[config.mk]
export PLATFORM = sky130hd
export DESIGN_NAME = sram_ctrl
export DESIGN_NICKNAME = d
export VERILOG_FILES = /design/src/rtl/sram_ctrl_pkg.sv /design/src/rtl/sram_cyc_timer.sv /design/src/rtl/sram_dq_path.sv /design/src/rtl/sram_ctrl.sv
export SDC_FILE = /design/constraint.sdc
export NUM_CORES = 1
export LEC_CHECK = 0
export BUFFER_PORTS_ARGS = -buffer_cell sky130_fd_sc_hd__buf_4
export CAP_MARGIN = 20
export CELL_PAD_IN_SITES_DETAIL_PLACEMENT = 2
export CELL_PAD_IN_SITES_GLOBAL_PLACEMENT = 2
export CORE_MARGIN = 2
export CORE_UTILIZATION = 32
export DETAILED_ROUTE_END_ITERATION = 8
export MAX_ROUTING_LAYER = met4
export PLACE_DENSITY = 0.95
export SYNTH_ARGS = -nofsm -noshare
export SYNTH_HDL_FRONTEND = slang
export SYNTH_SLANG_ARGS = --single-unit
[constraint.sdc]
create_clock -name clk_i -period 4.03 [get_ports clk_i]
set_clock_uncertainty 0.15 [all_clocks]
set_input_delay 1.209 -clock clk_i [delete_from_list [all_inputs] [get_ports clk_i]]
set_output_delay 1.209 -clock clk_i [all_outputs]
set_load 0.02 [all_outputs]
[src/rtl/sram_ctrl_pkg.sv]
package sram_ctrl_pkg;

  typedef enum logic [2:0] {
    ST_IDLE,
    ST_RD,
    ST_WR,
    ST_WEND,
    ST_TURN
  } st_e;

  function automatic int unsigned cdiv(int unsigned n, int unsigned d);
    return (n + d - 1) / d;
  endfunction

  function automatic int unsigned umax(int unsigned a, int unsigned b);
    return (a > b) ? a : b;
  endfunction

endpackage

[src/rtl/sram_cyc_timer.sv]
module sram_cyc_timer #(
  parameter int unsigned CNT_W = 4
) (
  input  logic             clk_i,
  input  logic             rst_ni,
  input  logic             load_i,
  input  logic [CNT_W-1:0] load_val_i,
  output logic             done_o
);

  logic [CNT_W-1:0] cnt_q;

  always_ff @(posedge clk_i or negedge rst_ni) begin
    if (!rst_ni)              cnt_q <= '0;
    else if (load_i)          cnt_q <= load_val_i;
    else if (cnt_q != '0)     cnt_q <= cnt_q - 1'b1;
  end

  assign done_o = (cnt_q == '0);

endmodule

[src/rtl/sram_dq_path.sv]
module sram_dq_path #(
  parameter int unsigned DATA_W = 16
) (
  input  logic                clk_i,
  input  logic                rst_ni,
  input  logic                wr_load_i,
  input  logic [DATA_W-1:0]   wdata_i,
  input  logic                rd_cap_i,
  input  logic [DATA_W/8-1:0] lane_en_i,
  input  logic [DATA_W-1:0]   dq_i,
  output logic [DATA_W-1:0]   dq_o,
  output logic [DATA_W-1:0]   rdata_o,
  output logic                rvalid_o
);

  localparam int unsigned LANES = DATA_W / 8;

  logic [DATA_W-1:0] wdata_q;
  logic              rvalid_q;

  always_ff @(posedge clk_i or negedge rst_ni) begin
    if (!rst_ni) begin
      wdata_q  <= '0;
      rvalid_q <= 1'b0;
    end else begin
      if (wr_load_i) wdata_q <= wdata_i;
      rvalid_q <= rd_cap_i;
    end
  end

  // per-lane capture; disabled lanes keep their old byte
  for (genvar g = 0; g < LANES; g++) begin : g_lane
    logic [7:0] byte_q;
    always_ff @(posedge clk_i or negedge rst_ni) begin
      if (!rst_ni)                      byte_q <= '0;
      else if (rd_cap_i && lane_en_i[g]) byte_q <= dq_i[g*8 +: 8];
    end
    assign rdata_o[g*8 +: 8] = byte_q;
  end

  assign dq_o     = wdata_q;
  assign rvalid_o = rvalid_q;

endmodule

[src/rtl/sram_ctrl.sv]
module sram_ctrl
  import sram_ctrl_pkg::*;
#(
  parameter int unsigned ADDR_W   = 18,
  parameter int unsigned DATA_W   = 16,
  parameter int unsigned CLK_NS   = 10,
  parameter int unsigned T_RC_NS  = 45,
  parameter int unsigned T_DOE_NS = 22,
  parameter int unsigned T_WC_NS  = 45,
  parameter int unsigned T_PWE_NS = 35,
  parameter int unsigned T_SD_NS  = 25,
  parameter int unsigned T_HZ_NS  = 18
) (
  input  logic                clk_i,
  input  logic                rst_ni,
  input  logic                req_i,
  input  logic                we_i,
  input  logic [ADDR_W-1:0]   addr_i,
  input  logic [DATA_W-1:0]   wdata_i,
  input  logic [DATA_W/8-1:0] be_i,
  output logic                ready_o,
  output logic [DATA_W-1:0]   rdata_o,
  output logic                rvalid_o,
  output logic [ADDR_W-1:0]   mem_addr_o,
  output logic                mem_ce_no,
  output logic                mem_oe_no,
  output logic                mem_we_no,
  output logic [DATA_W/8-1:0] mem_lane_no,
  output logic [DATA_W-1:0]   mem_dq_o,
  output logic                mem_dq_oe_o,
  input  logic [DATA_W-1:0]   mem_dq_i
);

  localparam int unsigned LANES    = DATA_W / 8;
  localparam int unsigned RD_CYC   = umax(cdiv(T_RC_NS, CLK_NS), cdiv(T_DOE_NS, CLK_NS));
  localparam int unsigned WE_CYC   = umax(umax(cdiv(T_PWE_NS, CLK_NS), cdiv(T_SD_NS, CLK_NS)),
                                          cdiv(T_WC_NS, CLK_NS) - 1);
  localparam int unsigned TURN_CYC = umax(cdiv(T_HZ_NS, CLK_NS), 1);
  localparam int unsigned CNT_MAX  = umax(umax(RD_CYC, WE_CYC), TURN_CYC);
  localparam int unsigned CNT_W    = $clog2(CNT_MAX + 1);

  st_e               state_q;
  logic [ADDR_W-1:0] addr_q;
  logic              ce_n_q, oe_n_q, we_n_q, dq_oe_q;
  logic [LANES-1:0]  lane_n_q;

  logic              tmr_load, tmr_done;
  logic [CNT_W-1:0]  tmr_val;
  logic              accept, wr_load, rd_cap;

  assign ready_o = (state_q == ST_IDLE);
  assign accept  = ready_o && req_i;
  assign wr_load = accept && we_i;
  assign rd_cap  = (state_q == ST_RD) && tmr_done;

  always_comb begin
    tmr_load = accept || rd_cap;
    if (accept) tmr_val = we_i ? CNT_W'(WE_CYC - 1) : CNT_W'(RD_CYC - 1);
    else        tmr_val = CNT_W'(TURN_CYC - 1);
  end

  always_ff @(posedge clk_i or negedge rst_ni) begin
    if (!rst_ni) begin
      state_q  <= ST_IDLE;
      addr_q   <= '0;
      ce_n_q   <= 1'b1;
      oe_n_q   <= 1'b1;
      we_n_q   <= 1'b1;
      dq_oe_q  <= 1'b0;
      lane_n_q <= '1;
    end else begin
      unique case (state_q)
        ST_IDLE: if (req_i) begin
          addr_q   <= addr_i;
          lane_n_q <= ~be_i;
          ce_n_q   <= 1'b0;
          if (we_i) begin
            we_n_q  <= 1'b0;
            dq_oe_q <= 1'b1;
            state_q <= ST_WR;
          end else begin
            oe_n_q  <= 1'b0;
            state_q <= ST_RD;
          end
        end
        ST_RD: if (tmr_done) begin
          ce_n_q   <= 1'b1;
          oe_n_q   <= 1'b1;
          lane_n_q <= '1;
          state_q  <= ST_TURN;
        end
        ST_WR: if (tmr_done) begin
          we_n_q  <= 1'b1;   // write ends on WE edge, CE/lanes one cycle later
          state_q <= ST_WEND;
        end
        ST_WEND: begin
          ce_n_q   <= 1'b1;
          lane_n_q <= '1;
          dq_oe_q  <= 1'b0;
          state_q  <= ST_IDLE;
        end
        ST_TURN: if (tmr_done) state_q <= ST_IDLE;
        default: state_q <= ST_IDLE;
      endcase
    end
  end

  sram_cyc_timer #(.CNT_W(CNT_W)) u_timer (
    .clk_i      (clk_i),
    .rst_ni     (rst_ni),
    .load_i     (tmr_load),
    .load_val_i (tmr_val),
    .done_o     (tmr_done)
  );

  sram_dq_path #(.DATA_W(DATA_W)) u_dq (
    .clk_i     (clk_i),
    .rst_ni    (rst_ni),
    .wr_load_i (wr_load),
    .wdata_i   (wdata_i),
    .rd_cap_i  (rd_cap),
    .lane_en_i (~lane_n_q),
    .dq_i      (mem_dq_i),
    .dq_o      (mem_dq_o),
    .rdata_o   (rdata_o),
    .rvalid_o  (rvalid_o)
  );

  assign mem_addr_o  = addr_q;
  assign mem_ce_no   = ce_n_q;
  assign mem_oe_no   = oe_n_q;
  assign mem_we_no   = we_n_q;
  assign mem_lane_no = lane_n_q;
  assign mem_dq_oe_o = dq_oe_q;

endmodule

==> results of run 1 <==
## cell usage in the layout, fill, tap and decap left out
cell,count
nor2_1,8
nand4b_2,1
mux2_1,8
mux2_2,42
inv_1,4
o32ai_1,1
clkinvlp_4,2
clkbuf_8,10
buf_4,116
or2_1,2
nor3b_1,1
nand3_1,1
mux2i_1,1
o21bai_1,1
and2_1,1
a221oi_1,1
a31oi_1,1
clkinv_2,2
dfstp_2,5
nand2_1,1
o22a_1,1
nor3_1,3
o21a_1,1
nor4b_4,1
a2bb2oi_1,1
ha_1,2
nor2_4,1
inv_6,2
nor2b_1,2
o21ai_0,5
dfrtp_1,58
nand2b_1,2
a21oi_1,11
or3_1,2
a21o_1,1
## power by group
part	internal (mW)	switching [mW]
Clock	0.242	0.256
Combinational	0.758	0.808
Sequential	0.966	0.238
## worst max-delay path by stage
stage	startpoint	end	cells after the start
after detailed placement	req_i	u_dq.dq_o[14]$_DFFE_PN0P_	5
final	state_q[1]$_DFFE_PN0P_	ready_o	2
after global routing	state_q[1]$_DFFE_PN0P_	ready_o	2
after global placement	req_i	u_dq.dq_o[14]$_DFFE_PN0P_	5
after CTS	state_q[1]$_DFFE_PN0P_	ready_o	2
after floorplan	state_q[1]$_DFFE_PN0P_	ready_o	2
## routing by layer
layer,share of wire,track usage,vias up
met3,0.063,0.0564,4
met4,0.0064,0.0507,0
met1,0.37,0.196,967
met5,0,-,-
met2,0.56,0.329,63
li1,-,-,867
## flip-flops by register name, summed over array words and instances (netlist names)
name and cells:
mem_addr_o 18, mem_ce_no 1, mem_dq_oe_o 1, mem_lane_no 2, mem_oe_no 1, mem_we_no 1
state_q 3, u_dq.dq_o 16, u_dq.g_lane.byte_q 16, u_dq.rvalid_o 1, u_timer.cnt_q 3
## area by class of cell
type | instances | area share
flip-flops and latches | 63 | 0.429
clock buffers | 10 | 0.0373
well taps | 102 | 0.0346
multi-input cells | 103 | 0.247
clock inverters | 6 | 0.0115
repair buffers | 116 | 0.236
inverters | 4 | 0.00407
## logic make-up after synthesis
group	after synthesis	share of synthesized area
flip-flops	63	0.616
multiplexers	51	0.223
AND/OR/NAND/NOR	26	0.0653
AO/OA/AOI/OAI	24	0.0560
buffers and inverters	14	0.0297
adder cells (fa/ha/maj)	2	0.00974
==> results.cfg, run 1 <==
[cells_and_area]
finalNetCount = 355
stdcell_count = 404
finalInstanceArea_sq_um = 3690
areaGrowthSynthToFinish_pct = 43.5
fin_util = 0.475
multi_input_area_sq_um = 910
layout-drive-gt1-share = 0.603
diodes = 0
fillers = 797
final-seq-area_sq_um = 1580

[worst_hold_path]
hold_depth = 1
whs_endpoint = u_dq.dq_o[11]$_DFFE_PN0P_
worstHoldStart = u_dq.dq_o[11]$_DFFE_PN0P_
hp-class = flip-flop to flip-flop

[global_route]
grt_pass1_wl_mm = 11.7
grt_start_max_net_pins = 64
antenna_found_initial = 0
grt_usage = 0.183
first_global_vias = 2210
overflow = 0

[yosys]
synth_cell_type_count = 34
synth_seq_cells = 63
ys.flop_type = dfrtp_1
ys_warn_count = 0
syn-num-nets = 238
yosys-top-cells-count = 58 x dfrtp_1, 42 x mux2_2, 11 x a21oi_1
avgSynthCellArea_sq_um = 14.3
syn-cell-area_sq_um = 2570
synth.yosys.seq_area_share = 0.616
yosys.area.top_type = dfrtp_1
syn_inst = 180
synth_most_common_cell = dfrtp_1
synth-edff-count = 0
synthTopCellsByArea = dfrtp_1 57%, mux2_2 18%, dfstp_2 5.1%
synth_async_sr_flop_share = 1.00
synth_top_area_share = 0.565

[timing]
hold_viol = 0
rsz0062_at_grt = false
setup_violations = 0
finalCritPeriodShare = 0.698
period_minus_slack_ns = 2.81
slew_violations = 0
fmax_mhz = 356
hold_slack_ns = 0.339
tightest_slew_ns = 0.792
max-slew-margin-rel = 0.472
layout_setup_ws_ns = 1.22
fin_tns_setup_ns = 0

[placement]
place_ws_ns = 0.964
place_area_sq_um = 3510
finalWeightedCongestion = 0.728
dpl.cell_count = 388
portBuffers = 113
dp_hpwl_mm = 5.46

[critical_path]
cp.arrival_ns = 1.45
reg2reg_depth = 4
start_kind = flip-flop
cp.required_ns = 2.67
crit_path_top_delay_cell = dfrtp_1
reg2reg_to = u_dq.dq_o[14]$_DFFE_PN0P_
cpPeakStageDelay_ns = 0.56
r2r_start = state_q[1]$_DFFE_PN0P_
crit_path_cell_trace = nor3_1 > buf_4
r2r_slack_ns = 1.69
critPathTopFamily = flip-flops
crit_path_end_kind = output port
cp_max_fo = 12
path_buf_inv = 1
criticalPathCategory = flip-flop to output port

[route]
final_antenna_net_count = 0
vias_per_cell = 4.71
dr_total_vias = 1901
drt_iter0_markers = 70
post_drt_wl_per_cell_um = 17.8
drc_errors = 0
drt_first_pass_iters = 4
totalWireLength_mm = 7.21

[die]
die_h_um = 93.6
fp.dieArea_sq_um = 8760
initial_core_util = 0.331
fp.dieW_um = 93.6
io_pins = 114
core_area_sq_um = 7770
rows = 32

[cts]
cts_resized = 0
cts_made_buffers = 9
clk_pin_slew_ns = 0.08
postCtsHoldBufs = 0
cts-root-buf = clkbuf_8
clock_path_buffers = 2
clock_latency_ns = 0.34
clkSinkCount = 63
cts_setup_buffers = 0
cts_tree = done
htreeDepth = 3

[power]
ir_drop_mv = 0.360
leakage_nw = 1.74
p_per_area_nw_per_um2 = 887
p_total_mw = 3.27

[run]
cap_viol_max_count = 0

[outcome]
status = finished clean
Note: power is estimated with default switching activity, not from simulation.
==> inputs of run 2 (changes only) <==
--- a/config.mk
+++ b/config.mk
@@ -10,10 +10,10 @@
 export CELL_PAD_IN_SITES_DETAIL_PLACEMENT = 2
 export CELL_PAD_IN_SITES_GLOBAL_PLACEMENT = 2
 export CORE_MARGIN = 2
-export CORE_UTILIZATION = 32
+export CORE_UTILIZATION = 29
 export DETAILED_ROUTE_END_ITERATION = 8
 export MAX_ROUTING_LAYER = met4
-export PLACE_DENSITY = 0.95
+export PLACE_DENSITY = 0.89
 export SYNTH_ARGS = -nofsm -noshare
 export SYNTH_HDL_FRONTEND = slang
 export SYNTH_SLANG_ARGS = --single-unit
==> constraint.sdc (replaced) <==
create_clock -name clk_i -period 2.7 [get_ports clk_i]
set_clock_uncertainty 0.15 [all_clocks]
set_input_delay 0.81 -clock clk_i [delete_from_list [all_inputs] [get_ports clk_i]]
set_output_delay 0.81 -clock clk_i [all_outputs]
set_load 0.02 [all_outputs]
==> run 2 against run 1 <==
  * Clock power grew 67%
  * Critical path depth is the same
  * Worst setup slack lost 0.96 ns
  * Core utilization shrank 4.3 points
  * Routed wire length grew 1.8%
  * Combinational power grew 51%
  * Total power grew 53%
  * Sequential share of layout area shrank 0.43 points
  * Non-clock buffer count is the same
  * Count of clock-buffer cells in the layout grew 2
  * Via count grew 0.47%
  * Critical endpoint unchanged
  * Largest cell class unchanged
==> results.cfg, run 2 (synthesized netlist as in run 1, its figures left out) <==
[timing]
slew_violations = 0
hold_viol = 0
fin_tns_setup_ns = 0
setup_violations = 0
fmax_mhz = 410
period_minus_slack_ns = 2.44
layout_setup_ws_ns = 0.258
tightest_slew_ns = 0.808
finalCritPeriodShare = 0.904
rsz0062_at_grt = false
max-slew-margin-rel = 0.461
hold_slack_ns = 0.339

[die]
fp.dieArea_sq_um = 9630
io_pins = 114
rows = 34
fp.dieW_um = 98.1
die_h_um = 98.1
core_area_sq_um = 8640
initial_core_util = 0.297

[route]
drt_first_pass_iters = 4
drc_errors = 0
dr_total_vias = 1910
drt_iter0_markers = 51
post_drt_wl_per_cell_um = 17.9
final_antenna_net_count = 0
totalWireLength_mm = 7.34
vias_per_cell = 4.67

[global_route]
first_global_vias = 2333
antenna_found_initial = 0
grt_start_max_net_pins = 64
grt_usage = 0.165
grt_pass1_wl_mm = 12.0
overflow = 0

[cts]
postCtsHoldBufs = 0
clk_pin_slew_ns = 0.07
cts_tree = done
clock_path_buffers = 2
clock_latency_ns = 0.33
cts_setup_buffers = 0
cts_made_buffers = 9
cts-root-buf = clkbuf_8
htreeDepth = 3
clkSinkCount = 63
cts_resized = 0

[power]
leakage_nw = 1.76
ir_drop_mv = 0.558
internal-power_mw = 3.06
seqPwrFrac = 0.358
p_sw_mw = 1.93
p_comb_frac = 0.475
p_sw_frac = 0.387
p_total_mw = 4.99
p_per_area_nw_per_um2 = 1340
p_clk_frac = 0.167

[run]
cap_viol_max_count = 0

[cells_and_area]
final_common_cell = buf_4
fin_util = 0.431
finalNetCount = 355
largest_reg_flops = 18
final_cell_mix = 115 x buf_4, 58 x dfrtp_1, 42 x mux2_2
areaGrowthSynthToFinish_pct = 45.0
stdcell_count = 409
layout-drive-gt1-share = 0.598
finalInstanceArea_sq_um = 3720
diodes = 0

[placement]
finalWeightedCongestion = 0.725
place_ws_ns = 0.350
place_area_sq_um = 3530
dp_hpwl_mm = 5.48
dpl.cell_count = 394
portBuffers = 113

[critical_path]
cp.arrival_ns = 1.48
start_kind = flip-flop
cp.required_ns = 1.74
cp_max_fo = 12
crit_path_end_kind = output port
criticalPathCategory = flip-flop to output port

[worst_hold_path]
hp-class = flip-flop to flip-flop

[outcome]
status = finished clean
-- run 2: changes by cell type in the layout (fill, tap and decap cells not counted), sizes merged --
| cell | before | now |
|---|---|---|
| bufinv | 0 | 1 |
| inv | 6 | 4 |
| clkinvlp | 2 | 1 |
| clkbuf | 10 | 12 |
| clkinv | 2 | 1 |
-- run 2: critical path, stage by stage (launching register included) --
cell and delay (ns):
dfrtp_1 0.57, nor3_1 0.38, buf_4 0.21
-- run 2: routing by layer --
| metal | track usage | routed length (um) |
|---|---|---|
| met1 | 0.175 | 2780 |
| met4 | 0.0449 | 69 |
| met5 | - | 0 |
| met2 | 0.296 | 4050 |
| met3 | 0.0508 | 437 |
-- run 2: layout make-up --
class                      instances  area [sq um]
sequential                        63          1580
timing repair buffer             116           883
fill                             886          4910
tap                              108           135
multi-input combinational        103           910
clock buffer                      12           155
clock inverter                     3          42.5
inverter                           4          15.0
-- run 2: final timing paths --
path / startpoint / endpoint / slack [ns] / cells past startpoint
min: u_dq.dq_o[12]$_DFFE_PN0P_ / u_dq.dq_o[12]$_DFFE_PN0P_ / 0.34 / 1
max reg2reg: state_q[1]$_DFFE_PN0P_ / u_dq.dq_o[10]$_DFFE_PN0P_ / 0.61 / 4
max in group asynchronous: rst_ni / mem_dq_oe_o$_DFFE_PN0P_ / 1.45 / 1
min reg2reg: u_dq.dq_o[12]$_DFFE_PN0P_ / u_dq.dq_o[12]$_DFFE_PN0P_ / 0.34 / 1
min in group asynchronous: rst_ni / state_q[0]$_DFFE_PN0P_ / 0.41 / 1
max: state_q[1]$_DFFE_PN0P_ / ready_o / 0.26 / 2
-- run 2: power groups by stage --
stage	combinational, mW	clock [mW]	sequential, mW
global placement	2.30	0	1.76
finish	2.37	0.831	1.79
global route	2.55	0.903	1.87
detailed placement	2.41	0	1.81
CTS	2.42	0.859	1.80
floorplan	0.897	0	2.23
==> inputs of run 3 (changes only) <==
==> constraint.sdc (replaced) <==
create_clock -name clk_i -period 2.62 [get_ports clk_i]
set_clock_uncertainty 0.15 [all_clocks]
set_input_delay 0.786 -clock clk_i [delete_from_list [all_inputs] [get_ports clk_i]]
set_output_delay 0.786 -clock clk_i [all_outputs]
set_load 0.02 [all_outputs]
==> run 3 against run 2 <==
  * Die area is the same
  * First-iteration DRC count fell by 24%
  * Clock power is 2% higher
  * Core utilization did not move
  * Global-route usage up 0.54 points
  * Routed wire length grew 0.42%
  * Final cell count is the same
  * Non-clock buffer count is the same
  * Critical path depth unchanged
  * Via count rose by 0.94%
  * Final area stayed put
  * Critical path type unchanged
  * Largest cell class unchanged
  * Largest power group unchanged
==> results.cfg, run 3 (synthesized netlist as in run 1, its figures left out) <==
[global_route]
overflow = 0
grt_start_max_net_pins = 64
first_global_vias = 2418
antenna_found_initial = 0
grt_usage = 0.170
grt_pass1_wl_mm = 12.4

[timing]
rsz0062_at_grt = false
slew_violations = 0
max-slew-margin-rel = 0.453
setup_violations = 0
fmax_mhz = 427
period_minus_slack_ns = 2.34
finalCritPeriodShare = 0.894
hold_viol = 0
hold_slack_ns = 0.348
fin_tns_setup_ns = 0
tightest_slew_ns = 0.821

[critical_path]
cp.arrival_ns = 1.41
crit_path_cell_trace = nor3_1 > buf_4
cp.required_ns = 1.68
cp_max_fo = 12
cpPeakStageDelay_ns = 0.57
crit_path_top_delay_cell = dfrtp_1
criticalPathCategory = flip-flop to output port
path_buf_inv = 1
start_kind = flip-flop
crit_path_end_kind = output port
critPathTopFamily = flip-flops

[cells_and_area]
finalNetCount = 355
final_common_cell = buf_4
final_cell_mix = 115 x buf_4, 58 x dfrtp_1, 42 x mux2_2
layout-drive-gt1-share = 0.598
areaGrowthSynthToFinish_pct = 45.0
largest_reg_flops = 18
diodes = 0

[die]
die_h_um = 98.1
initial_core_util = 0.297
fp.dieArea_sq_um = 9630
fp.dieW_um = 98.1
core_area_sq_um = 8640
rows = 34
io_pins = 114

[power]
p_sw_mw = 1.99
internal-power_mw = 3.15
p_per_area_nw_per_um2 = 1380
seqPwrFrac = 0.358
ir_drop_mv = 0.500
p_sw_frac = 0.387
p_clk_frac = 0.166
leakage_nw = 1.76
p_comb_frac = 0.477

[cts]
clock_latency_ns = 0.33
cts_tree = done
htreeDepth = 3
clkSinkCount = 63
cts_made_buffers = 9
clock_path_buffers = 2
postCtsHoldBufs = 0
cts-root-buf = clkbuf_8
cts_setup_buffers = 0
cts_resized = 0
clk_pin_slew_ns = 0.07

[worst_hold_path]
hp-class = flip-flop to flip-flop

[route]
drc_errors = 0
totalWireLength_mm = 7.37
dr_total_vias = 1928
post_drt_wl_per_cell_um = 18.0
drt_iter0_markers = 39
final_antenna_net_count = 0
drt_first_pass_iters = 2
vias_per_cell = 4.71

[run]
cap_viol_max_count = 0

[outcome]
status = finished clean

[placement]
finalWeightedCongestion = 0.725
portBuffers = 113
dp_hpwl_mm = 5.47
run 3: worst reg2reg max path, delay by kind of cell, from the launching register on:
family	cells	cell delay [ns]
and+or+nand+nor	2	0.69
DFF	1	0.57
muxes	1	0.34
buffers and inverters	1	0.20
run 3: layer usage:
layer	GRT usage	part of all wire	vias to the layer above
met5	-	0	-
li1	-	-	863
met2	0.301	0.54	73
met1	0.184	0.38	978
met4	0.0662	0.018	0
met3	0.0394	0.054	14
run 3: path summary, 6_finish.rpt:
| check | depth (start not counted) | end | slack (ns) | startpoint |
|---|---|---|---|---|
| setup / recovery | 2 | ready_o | 0.28 | state_q[1]$_DFFE_PN0P_ |
| hold / removal | 1 | u_dq.dq_o[11]$_DFFE_PN0P_ | 0.35 | u_dq.dq_o[11]$_DFFE_PN0P_ |
| setup reg to reg | 4 | u_dq.dq_o[5]$_DFFE_PN0P_ | 0.56 | state_q[1]$_DFFE_PN0P_ |
| hold reg to reg | 1 | u_dq.dq_o[11]$_DFFE_PN0P_ | 0.35 | u_dq.dq_o[11]$_DFFE_PN0P_ |
| max in group asynchronous | 1 | mem_addr_o[13]$_DFFE_PN0N_ | 1.39 | rst_ni |
| min in group asynchronous | 1 | state_q[0]$_DFFE_PN0P_ | 0.38 | rst_ni |
run 3: layout make-up:
class / instances / area [sq um]
Inverter: 4 / 15.0
Fill cell: 896 / 4910
Sequential cell: 63 / 1580
Multi-Input combinational cell: 103 / 910
Clock buffer: 12 / 155
Tap cell: 108 / 135
Clock inverter: 3 / 42.5
Timing Repair Buffer: 116 / 883
run 3: power by group through the flow:
stage / Combinational, mW / Sequential (mW) / Clock, mW
CTS: 2.50 / 1.85 / 0.891
global route: 2.64 / 1.92 / 0.933
floorplan: 0.924 / 2.30 / 0
detailed placement: 2.49 / 1.86 / 0
finish: 2.45 / 1.84 / 0.851
global placement: 2.37 / 1.82 / 0
run 3: through the flow:
stage               cell area (sq um)  worst slack [ns]  utilization  total power [mW]  cells
finish                           3720             0.277        0.431              5.14    409
global route                     3720             0.126        0.431              5.49    409
CTS                              3720             0.242        0.431              5.25    409
detailed placement               3530             0.327        0.408              4.34    394
global placement                 3530             0.365        0.408              4.19    394
floorplan                        2570             0.495            -              3.22    180
